**config.mk**
```make
export PLATFORM = sky130hd
export DESIGN_NAME = dacpwr_ctrl
export DESIGN_NICKNAME = d
export VERILOG_FILES = /design/src/rtl/dacpwr_pkg.sv /design/src/rtl/dacpwr_cmd_decode.sv /design/src/rtl/dacpwr_stage_reg.sv /design/src/rtl/dacpwr_mode_fsm.sv /design/src/rtl/dacpwr_wake_timer.sv /design/src/rtl/dacpwr_ctrl.sv
export SDC_FILE = /design/constraint.sdc
export NUM_CORES = 1
export LEC_CHECK = 0
export CAP_MARGIN = 20
export CORE_MARGIN = 2
export CORE_UTILIZATION = 49
export CTS_CLUSTER_SIZE = 30
export DETAILED_ROUTE_END_ITERATION = 7
export GPL_ROUTABILITY_DRIVEN = 0
export GPL_TIMING_DRIVEN = 0
export MAX_ROUTING_LAYER = met4
export PLACE_DENSITY = 0.83
export SETUP_SLACK_MARGIN = 0.02
export SYNTH_ARGS = -nofsm -noshare
export SYNTH_HDL_FRONTEND = slang
export SYNTH_SLANG_ARGS = --single-unit
```
**constraint.sdc**
```tcl
create_clock -name clk -period 1.98 [get_ports clk]
set_input_delay 0.396 -clock clk [delete_from_list [all_inputs] [get_ports clk]]
set_output_delay 0.396 -clock clk [all_outputs]
set_load 0.01 [all_outputs]
```
**src/rtl/dacpwr_pkg.sv**
```systemverilog
package dacpwr_pkg;

    typedef enum logic [2:0] {
        PM_LOW     = 3'd0,
        PM_FAST    = 3'd1,
        PM_PD_1K   = 3'd2,
        PM_PD_100K = 3'd3,
        PM_PD_HIZ  = 3'd4
    } pmode_e;

    typedef enum logic [1:0] {
        LD_STAGE  = 2'b00,
        LD_DIRECT = 2'b01,
        LD_STAGED = 2'b10,
        LD_RSVD   = 2'b11
    } load_e;

    typedef struct packed {
        logic amp_en;
        logic fast_bias;
        logic gnd_1k;
        logic gnd_100k;
        logic hiz;
    } ostage_t;

    localparam int PWR_FIELD_W = 3;

    function automatic pmode_e decode_pword(input logic [PWR_FIELD_W-1:0] m);
        pmode_e r;
        if (m[2]) begin
            r = PM_PD_HIZ;
        end else begin
            case (m[1:0])
                2'b00:   r = PM_LOW;
                2'b01:   r = PM_FAST;
                2'b10:   r = PM_PD_1K;
                default: r = PM_PD_100K;
            endcase
        end
        return r;
    endfunction

    function automatic logic is_pd(input pmode_e m);
        return (m == PM_PD_1K) || (m == PM_PD_100K) || (m == PM_PD_HIZ);
    endfunction

    function automatic ostage_t drive_of(input pmode_e m);
        ostage_t o;
        o.amp_en    = (m == PM_LOW) || (m == PM_FAST);
        o.fast_bias = (m == PM_FAST);
        o.gnd_1k    = (m == PM_PD_1K);
        o.gnd_100k  = (m == PM_PD_100K);
        o.hiz       = (m == PM_PD_HIZ);
        return o;
    endfunction

endpackage

```
**src/rtl/dacpwr_cmd_decode.sv**
```systemverilog
module dacpwr_cmd_decode
    import dacpwr_pkg::*;
#(
    parameter int DATA_W = 16
) (
    input  logic              frm_valid,
    input  logic [7:0]        frm_ctl,
    input  logic [DATA_W-1:0] frm_data,
    input  logic              stg_pwr,
    input  logic [DATA_W-1:0] stg_word,
    output logic              stg_we,
    output logic              stg_pwr_nxt,
    output logic [DATA_W-1:0] stg_word_nxt,
    output logic              apply,
    output logic              apply_pwr,
    output logic [DATA_W-1:0] apply_word
);

    load_e ld;
    logic  unused_ctl_bits;

    assign ld              = load_e'(frm_ctl[5:4]);
    assign unused_ctl_bits = ^{frm_ctl[7:6], frm_ctl[3:1]};

    always_comb begin
        stg_we       = 1'b0;
        stg_pwr_nxt  = frm_ctl[0];
        stg_word_nxt = frm_data;
        apply        = 1'b0;
        apply_pwr    = 1'b0;
        apply_word   = frm_data;
        if (frm_valid) begin
            case (ld)
                LD_STAGE: begin
                    stg_we = 1'b1;
                end
                LD_DIRECT: begin
                    apply     = 1'b1;
                    apply_pwr = frm_ctl[0];
                end
                LD_STAGED: begin
                    apply      = 1'b1;
                    apply_pwr  = stg_pwr;
                    apply_word = stg_word;
                end
                default: begin
                end
            endcase
        end
    end

endmodule

```
**src/rtl/dacpwr_stage_reg.sv**
```systemverilog
module dacpwr_stage_reg #(
    parameter int DATA_W = 16
) (
    input  logic              clk,
    input  logic              rst,
    input  logic              we,
    input  logic              pwr_in,
    input  logic [DATA_W-1:0] word_in,
    output logic              pwr_q,
    output logic [DATA_W-1:0] word_q
);

    always_ff @(posedge clk) begin
        if (rst) begin
            pwr_q  <= 1'b0;
            word_q <= '0;
        end else if (we) begin
            pwr_q  <= pwr_in;
            word_q <= word_in;
        end
    end

endmodule

```
**src/rtl/dacpwr_mode_fsm.sv**
```systemverilog
module dacpwr_mode_fsm
    import dacpwr_pkg::*;
#(
    parameter int DATA_W = 16
) (
    input  logic              clk,
    input  logic              rst,
    input  logic              apply,
    input  logic              apply_pwr,
    input  logic [DATA_W-1:0] apply_word,
    output pmode_e            mode,
    output logic [DATA_W-1:0] dac_code,
    output logic              wake_start,
    output logic              pd_enter
);

    localparam int FIELD_LSB = DATA_W - PWR_FIELD_W;

    pmode_e            mode_q, mode_d;
    logic              fast_q, fast_d;
    logic [DATA_W-1:0] dac_q, dac_d;
    pmode_e            req;

    assign req = decode_pword(apply_word[DATA_W-1:FIELD_LSB]);

    always_comb begin
        mode_d     = mode_q;
        fast_d     = fast_q;
        dac_d      = dac_q;
        wake_start = 1'b0;
        pd_enter   = 1'b0;
        if (apply) begin
            if (!apply_pwr) begin
                dac_d = apply_word;
                if (is_pd(mode_q)) begin
                    mode_d     = fast_q ? PM_FAST : PM_LOW;
                    wake_start = 1'b1;
                end
            end else if (is_pd(req)) begin
                mode_d   = req;
                pd_enter = 1'b1;
            end else begin
                mode_d     = req;
                fast_d     = (req == PM_FAST);
                wake_start = is_pd(mode_q);
            end
        end
    end

    always_ff @(posedge clk) begin
        if (rst) begin
            mode_q <= PM_LOW;
            fast_q <= 1'b0;
            dac_q  <= '0;
        end else begin
            mode_q <= mode_d;
            fast_q <= fast_d;
            dac_q  <= dac_d;
        end
    end

    assign mode     = mode_q;
    assign dac_code = dac_q;

endmodule

```
**src/rtl/dacpwr_wake_timer.sv**
```systemverilog
module dacpwr_wake_timer #(
    parameter int WAKE_CYCLES = 8
) (
    input  logic clk,
    input  logic rst,
    input  logic start,
    input  logic abort,
    output logic busy
);

    localparam int CNT_W = $clog2(WAKE_CYCLES + 1);

    logic [CNT_W-1:0] cnt_q;

    always_ff @(posedge clk) begin
        if (rst) begin
            cnt_q <= '0;
        end else if (start) begin
            cnt_q <= CNT_W'(WAKE_CYCLES);
        end else if (abort) begin
            cnt_q <= '0;
        end else if (cnt_q != '0) begin
            cnt_q <= cnt_q - CNT_W'(1);
        end
    end

    assign busy = (cnt_q != '0);

endmodule

```
**src/rtl/dacpwr_ctrl.sv**
```systemverilog
module dacpwr_ctrl
    import dacpwr_pkg::*;
#(
    parameter int DATA_W      = 16,
    parameter int WAKE_CYCLES = 8
) (
    input  logic              clk,
    input  logic              rst,
    input  logic              frm_valid,
    input  logic [7:0]        frm_ctl,
    input  logic [DATA_W-1:0] frm_data,
    output logic [DATA_W-1:0] dac_code,
    output logic              amp_en,
    output logic              fast_bias,
    output logic              gnd_1k,
    output logic              gnd_100k,
    output logic              hiz,
    output logic              settling
);

    logic              stg_we, stg_pwr_nxt, stg_pwr;
    logic [DATA_W-1:0] stg_word_nxt, stg_word;
    logic              apply, apply_pwr;
    logic [DATA_W-1:0] apply_word;
    pmode_e            mode;
    logic              wake_start, pd_enter;
    ostage_t           drv;

    dacpwr_cmd_decode #(.DATA_W(DATA_W)) dec_i (
        .frm_valid   (frm_valid),
        .frm_ctl     (frm_ctl),
        .frm_data    (frm_data),
        .stg_pwr     (stg_pwr),
        .stg_word    (stg_word),
        .stg_we      (stg_we),
        .stg_pwr_nxt (stg_pwr_nxt),
        .stg_word_nxt(stg_word_nxt),
        .apply       (apply),
        .apply_pwr   (apply_pwr),
        .apply_word  (apply_word)
    );

    dacpwr_stage_reg #(.DATA_W(DATA_W)) stg_i (
        .clk    (clk),
        .rst    (rst),
        .we     (stg_we),
        .pwr_in (stg_pwr_nxt),
        .word_in(stg_word_nxt),
        .pwr_q  (stg_pwr),
        .word_q (stg_word)
    );

    dacpwr_mode_fsm #(.DATA_W(DATA_W)) fsm_i (
        .clk       (clk),
        .rst       (rst),
        .apply     (apply),
        .apply_pwr (apply_pwr),
        .apply_word(apply_word),
        .mode      (mode),
        .dac_code  (dac_code),
        .wake_start(wake_start),
        .pd_enter  (pd_enter)
    );

    dacpwr_wake_timer #(.WAKE_CYCLES(WAKE_CYCLES)) wake_i (
        .clk  (clk),
        .rst  (rst),
        .start(wake_start),
        .abort(pd_enter),
        .busy (settling)
    );

    assign drv       = drive_of(mode);
    assign amp_en    = drv.amp_en;
    assign fast_bias = drv.fast_bias;
    assign gnd_1k    = drv.gnd_1k;
    assign gnd_100k  = drv.gnd_100k;
    assign hiz       = drv.hiz;

endmodule

```
# Yosys cells after proc, flatten, opt, wreduce, memory -nomap -nowiden
# Index checks and enable logic that the tools add are counted.
# Widths: inputs -> output; s select.
[word_totals] reg_bits=41 latch_bits=0 ram_bits=0 mem_bits_ro=0 in_bits=27 out_inout_bits=22 n_memories=0
[classes] addsub=1 n_mul=0 div_mod_pow=0 n_lt_le_gt_ge=0 n_eq_ne=12 n_shift=0 mux=23 bitwise_logic=2 reduce_logical=16
[ops] operator="$mux 16" count=2
[ops] operator="$mux 1" count=13
[ops] operator="$eq 3x2->1 const B" count=4
[ops] operator="$mux 4" count=3
[ops] operator="$mux 3" count=3
[ops] operator="$eq 3x1->1 const B" count=2
[ops] operator="$eq 3x3->1 const B" count=2
[ops] operator="$pmux 2 s3" count=1
[ops] operator="$logic_or 1x1->1" count=5
[ops] operator="$eq 2x1->1 const B" count=2
[ops] operator="$eq 2x2->1 const B" count=2
[ops] operator="$logic_not 2->1" count=2
[ops] operator="$reduce_and 2->1" count=2
[ops] operator="$reduce_bool 4->1" count=1
[ops] operator="$sub 4x1->4 const B" count=1
[ops] operator="$logic_not 3->1" count=1
[ops] operator="$reduce_and 3->1" count=1
[ops] operator="$reduce_bool 3->1" count=1
[ops] operator="$reduce_or 3->1" count=1
[ops] operator="$not 1->1" count=2
[ops] operator="$pmux 1 s2" count=1
[ops] operator="$reduce_bool 2->1" count=1
[ops] operator="$reduce_or 2->1" count=1

# Longest topological paths before layout
# Gate-level depths: netlist (run 1).
[logic_depth] word_depth=14 depth_mapped=8

# Hierarchy
# A second synthesis (run 1) with hierarchy kept.
[hier_totals] cells_unflattened=230 area_unflattened_um2=2244.7
[by_module_without_submodules] module="dacpwr_mode_fsm" n_inst=1 cells_per_inst=104 area_per_inst_um2=920.9 seq_area_each_um2=400.4
[by_module_without_submodules] module="dacpwr_stage_reg" n_inst=1 cells_per_inst=55 area_per_inst_um2=614.3 seq_area_each_um2=340.3
[by_module_without_submodules] module="dacpwr_cmd_decode" n_inst=1 cells_per_inst=44 area_per_inst_um2=450.4 seq_area_each_um2=0.0
[by_module_without_submodules] module="dacpwr_wake_timer" n_inst=1 cells_per_inst=22 area_per_inst_um2=222.7 seq_area_each_um2=80.1
[by_module_without_submodules] module="dacpwr_ctrl" n_inst=1 cells_per_inst=5 area_per_inst_um2=36.3 seq_area_each_um2=0.0

# Worst setup path before layout (run 1)
# No wires, ideal clock.
[synth_path] kind="in2reg" from="input port frm_ctl[4]" to="register wake_i.cnt_q[2]" setup_time_ps=142 arrival_time_ps=1509 t_required_ps=1838 setup_slack_ps=329 stages=7 cell_sequence="inv_1 -> ha_1 -> buf_6 -> nor4bb_2 -> or3_1 -> a21oi_2 -> nor4_1"
[synth_between] elab_chain_cells=13 elab_cells_between_ends=26 classes_between="eq/ne: 7; mux: 14; reduce/logical: 5"
[synth_rtl] element="start, declared" line_no="dacpwr_ctrl.sv:10" rtl="input logic [7:0] frm_ctl,"
[synth_rtl] element="$eq 2x2->1" line_no="dacpwr_cmd_decode.sv:33" rtl="case (ld)"
[synth_rtl] element="$mux 16" line_no="dacpwr_cmd_decode.sv:33"
[synth_rtl] element="$mux 16" line_no="dacpwr_cmd_decode.sv:32" rtl="if (frm_valid) begin"
[synth_rtl] element="$eq 2x2->1 (tied with other cells)" line_no="dacpwr_pkg.sv:33" rtl="case (m[1:0])"
[synth_rtl] element="$pmux 2 s3" line_no="dacpwr_pkg.sv:33"
[synth_rtl] element="$mux 3" line_no="dacpwr_pkg.sv:30" rtl="if (m[2]) begin"
[synth_rtl] element="$eq 3x2->1" line_no="dacpwr_pkg.sv:44" rtl="return (m == PM_PD_1K) || (m == PM_PD_100K) || (m == PM_PD_HIZ);"
[synth_rtl] element="$logic_or 1x1->1 (2 in a row)" line_no="dacpwr_pkg.sv:44"
[synth_rtl] element="$mux 1" line_no="dacpwr_mode_fsm.sv:39" rtl="end else if (is_pd(req)) begin"
[synth_rtl] element="$mux 1" line_no="dacpwr_mode_fsm.sv:33" rtl="if (!apply_pwr) begin"
[synth_rtl] element="$mux 1" line_no="dacpwr_mode_fsm.sv:32" rtl="if (apply) begin"
[synth_rtl] element="$reduce_or 3->1 (no line) (*)"
[synth_rtl] element="end signal, assigned" line_no="dacpwr_wake_timer.sv:19" rtl="cnt_q <= CNT_W'(WAKE_CYCLES);"
[synth_rtl] element="end signal, assigned" line_no="dacpwr_wake_timer.sv:23" rtl="cnt_q <= cnt_q - CNT_W'(1);"
[synth_rtl] element="end, declared" line_no="dacpwr_wake_timer.sv:13" rtl="logic [CNT_W-1:0] cnt_q;"
# Mark *: on every way between the ends. The rest lies on a longest branch, timed or not.
# A chain may end at the register's enable or synchronous reset.

# Final worst setup path (run 1)
[layout_path] from="register fsm_i.mode_q[1] (netlist: fsm_i.mode[1])" to="output port hiz"
[layout_between] elab_chain_cells=1
[layout_rtl] element="start, declared" line_no="dacpwr_mode_fsm.sv:19" rtl="pmode_e mode_q, mode_d;"
[layout_rtl] element="start signal, assigned" line_no="dacpwr_mode_fsm.sv:56" rtl="mode_q <= mode_d;"
[layout_rtl] element="$eq 3x3->1" line_no="dacpwr_pkg.sv:53" rtl="o.hiz = (m == PM_PD_HIZ);"
[layout_rtl] element="end, declared" line_no="dacpwr_ctrl.sv:17" rtl="output logic hiz,"
# Every way passes these cells.

==> results.ini, run 1 <==
[run_status]
status=finished, final reports clean

[sta]
slew_violations=0
whs_ns=0.457
maxClockFrequency_ghz=0.523
rsz0062_at_grt=false
finClkSkew_ns=0.00945
min_period_ns=1.91
worst_slew_pin_slew_ns=0.721
timing_hold_violations_final=0
fin_ws_ns=0.0693
slew_headroom_pct=51.9
setup_viol=0
fin_crit_sh_pct=96.5

[grt]
grt_pass1_vias=1769
grt_max_degree=13
grt_pass1_wl_um=8070
antenna_found_initial=0
gr-total-overflow=0
track_usage_pct=24.1

[clocking]
cts_root_buf=clkbuf_8
htree_levels=2
clock_sinks=41
cts_tree=yes
cts_max_path_buffers=2
clk_latency_ns=0.31
cts_buffers=5
path_clk_slew_ns=0.08

[logic_synthesis]
ys_ff_latch=41
async_flop_share_pct=0
synth-edff-count=0
synth_area_leaders=dfxtp_1, nand2_1, a311oi_2
synthesis.nets=266
synth-seq-area-share_pct=40.6
avgSynthCellArea_sq_um=8.64
synth_ff_type=dfxtp_1
synthCells=234
syn_area_sq_um=2020
synth_top_area_cell=dfxtp_1
post-synth-top-count-cell=nand2_1
ys_types=39
synthTopCellsByCount=nand2_1, dfxtp_1, a21oi_1
synth_top_area_share_pct=40.6
ys_warn_count=0

[setup_path]
crit_path_end_kind=output pin
reg2reg_depth=5
reg2reg_from=stg_i.pwr_q
required_ns=1.58
cp.arrival_ns=1.51
rr_endpoint=fsm_i.dac_code[9]
regToRegSetupSlack_ns=0.63
crit_type=reg2out
crit_fanout=8
critPathLaunchType=flip-flop

[finish]
drive_gt1_share_pct=17.3
diodes=0
fillerInstances=315
area_delta_synth_final_pct=35.3
final_net_count=321

[place]
io_buffers=43
hpwl_um=3370
pre_cts_ws_ns=-0.299

[hold_path]
hold_path_end=stg_i.word_q[6]
holdPathStages=2
worst_hold_path_type=reg2reg
hold_path.startpoint=stg_i.word_q[6]

[power_and_ir_drop]
pwr-share-seq_pct=42.1
power_frac_comb_pct=28.6
powerDensity_nw_per_um2=832
p_leak_nw=1.05
sw_frac_of_total_pct=29.5
power.internal_mw=1.61
ir_worst_vdd_uv=579
p_sw_mw=0.671
clkPwrFrac_pct=29.2

[die]
rows=23
die_h_um=68.2
die_area_sq_um=4660
io_pins=49
initial_core_util_pct=50.9
core_sq_um=3970
die_w_um=68.2

[drt]
finalWirelength_um=5260
drc_errors=0
antenna_left=0
drtIter0Drc=157
routedWlPerCell_um=15.5
dr.pass1.iters=4
viasPerCell=5.61
vias=1903

[run]
drv_cap=0

==> flip-flops by register name, indices dropped and copies added, names as in the netlist <==
name	cells
wake_i.cnt_q	4
stg_i.pwr_q	1
fsm_i.mode	3
stg_i.word_q	16
fsm_i.dac_code	16
fsm_i.fast_q	1
==> cell families (layout without fill, tap and decap cells) <==
group                      Yosys count  after routing  share of synthesized area (%)
xor gates and xnor gates             3              3                           1.30
muxes                                3              3                           1.49
and+or+nand+nor                    106            106                           25.0
DFF                                 41             41                           40.6
AOI/OAI and AO/OA                   51             51                           21.8
buffers and inverters               25             80                           6.75
adders and majority gates            5              5                           3.09
==> cells in the final DEF (no fill, tap or decap), drive strengths merged, types with 2 or more instances in the layout <==
| cell type | n |
|---|---|
| xnor2 | 3 |
| a211oi | 3 |
| a311oi | 15 |
| nor2 | 22 |
| nor4 | 2 |
| mux2i | 3 |
| nor3b | 5 |
| a21oi | 24 |
| nand3 | 15 |
| dfxtp | 41 |
| clkdlybuf4s50 | 39 |
| dlymetal6s2s | 3 |
| buf | 14 |
| ha | 5 |
| inv | 8 |
| nand2 | 51 |
| o21ai | 2 |
| clkbuf | 13 |
| nor3 | 3 |
| and3 | 2 |
| and2 | 2 |
==> power by group through the flow <==
stage | clock network, mW | logic [mW] | registers (mW)
3_3_place_gp | 0 | 0.566 | 0.964
3_5_place_dp | 0 | 0.586 | 0.967
2_1_floorplan | 0 | 0.361 | 0.970
6_report | 0.666 | 0.652 | 0.958
4_1_cts | 0.660 | 0.629 | 0.957
5_1_grt | 0.699 | 0.714 | 0.965
==> what timing repair did <==
item / in CTS / in global routing
buffers inserted: 1 / 3
gates resized for setup: 4 / 10
hold buffers: 0 / 0
pin swaps: 2 / 3
hold endpoints to repair: 0 / 0
cloned: 0 / 1
endpoints found under the setup margin: 5 / 32
==> routing by layer <==
layer  global-route usage (%)  vias to the layer above  routed length (um)
met5                        -                        -                   0
met4                     9.00                        0                  92
met3                     3.45                        7                 329
met2                     41.5                       75                2650
met1                     28.4                      899                2180
li1                         -                      922                   -
==> layout make-up <==
type                       count  area [sq um]  area share [%]
timing repair buffer          48           504            18.4
sequential                    41           822            30.0
multi-input combinational    168          1100            40.2
buffer                        17           114            4.16
clock inverter                 2          35.0            1.28
clock buffer                   5          68.8            2.51
tap                           50          62.6            2.29
inverter                       8          30.0            1.10
==> per-stage QoR <==
stage / utilization (%) / power [mW] / instance area [sq um] / std cells / TNS (ns)
3_5_place_dp: 63.3 / 1.55 / 2510 / 327 / -6.67
4_1_cts: 66.5 / 2.25 / 2640 / 335 / 0
5_1_grt: 68.9 / 2.38 / 2740 / 339 / 0
2_1_floorplan: - / 1.33 / 2020 / 234 / 0
3_3_place_gp: 63.3 / 1.53 / 2510 / 327 / -5.83
6_report: 68.9 / 2.28 / 2740 / 339 / 0
==> critical path, stage by stage, from the launching register on <==
cell	delay (ns)
dfxtp_1	0.30
buf_2	0.16
nor3b_2	0.20
clkdlybuf4s50_1	0.56
==> worst max-delay path by stage <==
stage | start | to | slack, ns
CTS | frm_ctl[4] | fsm_i.dac_code[2] | 0.01
global placement | frm_ctl[4] | wake_i.cnt_q[2] | -0.25
global route | frm_ctl[5] | fsm_i.dac_code[9] | 0.003
detailed placement | frm_ctl[4] | wake_i.cnt_q[0] | -0.30
floorplan | frm_ctl[4] | wake_i.cnt_q[2] | 0.33
finish | fsm_i.mode[1] | hiz | 0.07
Power figures use the tool's default switching activity.
==> run 2: changes to the inputs <==
--- a/config.mk
+++ b/config.mk
@@ -5,7 +5,6 @@
 export SDC_FILE = /design/constraint.sdc
 export NUM_CORES = 1
 export LEC_CHECK = 0
-export CAP_MARGIN = 20
 export CORE_MARGIN = 2
 export CORE_UTILIZATION = 49
 export CTS_CLUSTER_SIZE = 30
==> results of run 2 <==
Final layout, timing and power as in run 1 (identical DEF).
==> run 3: changes to the inputs <==
--- a/config.mk
+++ b/config.mk
@@ -5,6 +5,7 @@
 export SDC_FILE = /design/constraint.sdc
 export NUM_CORES = 1
 export LEC_CHECK = 0
+export CORE_ASPECT_RATIO = 1.1
 export CORE_MARGIN = 2
 export CORE_UTILIZATION = 49
 export CTS_CLUSTER_SIZE = 30
==> constraint.sdc (replaced) <==
create_clock -name clk -period 1.98 [get_ports clk]
set_input_delay 0.396 -clock clk [delete_from_list [all_inputs] [get_ports clk]]
set_output_delay 0.396 -clock clk [all_outputs]
set_load 0.02 [all_outputs]
==> results.ini, run 3 (synthesized netlist as in run 1, its figures left out) <==
[run_status]
status=finished, final reports clean

[clocking]
cts_buffers=5  ; unchanged
cts_root_buf=clkbuf_8
hold_buffers=0  ; unchanged
cts_max_path_buffers=2  ; unchanged
clk_latency_ns=0.30  ; about the same
htree_levels=2  ; unchanged
cts_tree=yes
path_clk_slew_ns=0.07  ; about the same
clock_sinks=41  ; unchanged

[drt]
routedWlPerCell_um=15.2  ; -1.8%
drtIter0Drc=109  ; -31%
vias=1908  ; +0.26%
finalWirelength_um=5180  ; -1.5%
dr.pass1.iters=4  ; unchanged
drc_errors=0  ; unchanged
antenna_left=0  ; unchanged
viasPerCell=5.61  ; about the same

[sta]
slew_violations=0  ; unchanged
tns_ns=0  ; unchanged
min_period_ns=1.91  ; +0.00105 ns
rsz0062_at_grt=false
maxClockFrequency_ghz=0.523  ; about the same
fin_ws_ns=0.0683  ; -0.00105 ns
timing_hold_violations_final=0  ; unchanged
setup_viol=0  ; unchanged
worst_slew_pin_slew_ns=0.670  ; -0.0512 ns
finClkSkew_ns=0.00527  ; -0.00417 ns
fin_crit_sh_pct=96.6  ; about the same
slew_headroom_pct=55.4  ; +3.4 points

[place]
pre_cts_ws_ns=-0.294  ; +0.00455 ns
hpwl_um=3440  ; +2.1%
io_buffers=43  ; unchanged
dp.cells=329  ; +0.61%

[finish]
area_delta_synth_final_pct=34.2
diodes=0  ; unchanged
drive_gt1_share_pct=18.1  ; +0.75 points
mostFrequentLayoutCells=nand2_1, dfxtp_1, clkdlybuf4s50_1
final_net_count=320  ; -0.31%
final_common_cell=nand2_1
finalNonFillerCells=340  ; +0.29%

[die]
initial_core_util_pct=51.0  ; +0.096 points
die_w_um=65.2  ; -4.4%
die_area_sq_um=4660  ; about the same
die_h_um=71.4  ; +4.6%
rows=24  ; +4.3%
core_sq_um=3960  ; -0.19%
io_pins=49  ; unchanged

[setup_path]
cp.arrival_ns=2.06  ; +0.55 ns
reg2reg_from=fsm_i.mode[1]
setup.worst_path.start=frm_ctl[5]
slowest_stage=clkdlybuf4s50_1
critPathLaunchType=input port
crit_type=in2reg
crit_path_end_kind=flip-flop
crit_family=compound AO/OA/AOI/OAI gates
worst-path-buf-inv=2  ; unchanged
required_ns=2.13  ; +0.55 ns
cp_cell_sequence=clkdlybuf4s50_1 -> inv_1 -> ha_1 -> nand2_4 -> a21oi_1 -> nor2_1 -> a2111oi_1
cp_slowest_stage_delay_ns=0.48  ; -0.08 ns
crit_fanout=8  ; unchanged

[power_and_ir_drop]
powerDensity_nw_per_um2=842  ; +1.2%
p_leak_nw=1.04  ; -1.2%
ir_worst_vdd_uv=474  ; -18%
power_mw=2.28  ; +0.36%

[grt]
grt_pass1_wl_um=8110  ; +0.51%
grt_pass1_vias=1741  ; -1.6%
grt_max_degree=13  ; unchanged
track_usage_pct=22.7  ; -1.4 points
gr-total-overflow=0  ; unchanged
antenna_found_initial=0  ; unchanged

[run]
drv_cap=0  ; unchanged

[hold_path]
hold_path.startpoint=stg_i.word_q[2]
worst_hold_path_type=reg2reg

==> run 3: repair_timing <==
item,4_1_cts,5_1_grt
gates resized for setup,8,10
pin swaps,0,3
setup buffers,0,4
setup endpoints to repair,6,22
cloned,0,2
==> run 3: tightest hold or removal path, stage by stage (launching register included) <==
cell and delay (ns):
dfxtp_1 0.31, nand2_1 0.05, a21oi_1 0.05
==> run 3: power by group <==
part / switching (mW) / internal, mW / total, mW
logic: 0.339 / 0.334 / 0.673
clock network: 0.286 / 0.366 / 0.653
registers: 0.0585 / 0.900 / 0.959
total: 0.683 / 1.60 / 2.28
==> run 3: final timing paths <==
path | slack, ns | depth (start not counted) | to
worst max-delay path | 0.07 | 7 | fsm_i.mode[0]
worst min-delay path | 0.46 | 2 | stg_i.word_q[2]
worst max register to register | 0.51 | 5 | fsm_i.mode[0]
worst min register to register | 0.46 | 2 | stg_i.word_q[2]
==> run 3: stage by stage <==
step	hold WS [ns]	area [sq um]	utilization, %
5_1_grt	0.473	2710	68.5
2_1_floorplan	0.437	2020	-
3_3_place_gp	0.442	2520	63.5
4_1_cts	0.458	2640	66.5
6_report	0.458	2710	68.5
3_5_place_dp	0.447	2520	63.5
==> run 3: area by class of cell <==
type	instances	area [sq um]
multi-input cells	168	1090
plain buffers	15	109
inverters	8	30.0
well taps	52	65.1
clock inverters	2	35.0
repair buffers	49	493
fillers	342	1250
flip-flops and latches	41	822
clock buffers	5	68.8
==> run 3: routing by layer <==
layer	share of wire, %	vias up	track usage (%)
met4	2.7	0	7.87
met3	5.6	15	4.08
li1	-	922	-
met1	41	901	27.4
met2	51	70	38.2
met5	0	-	-
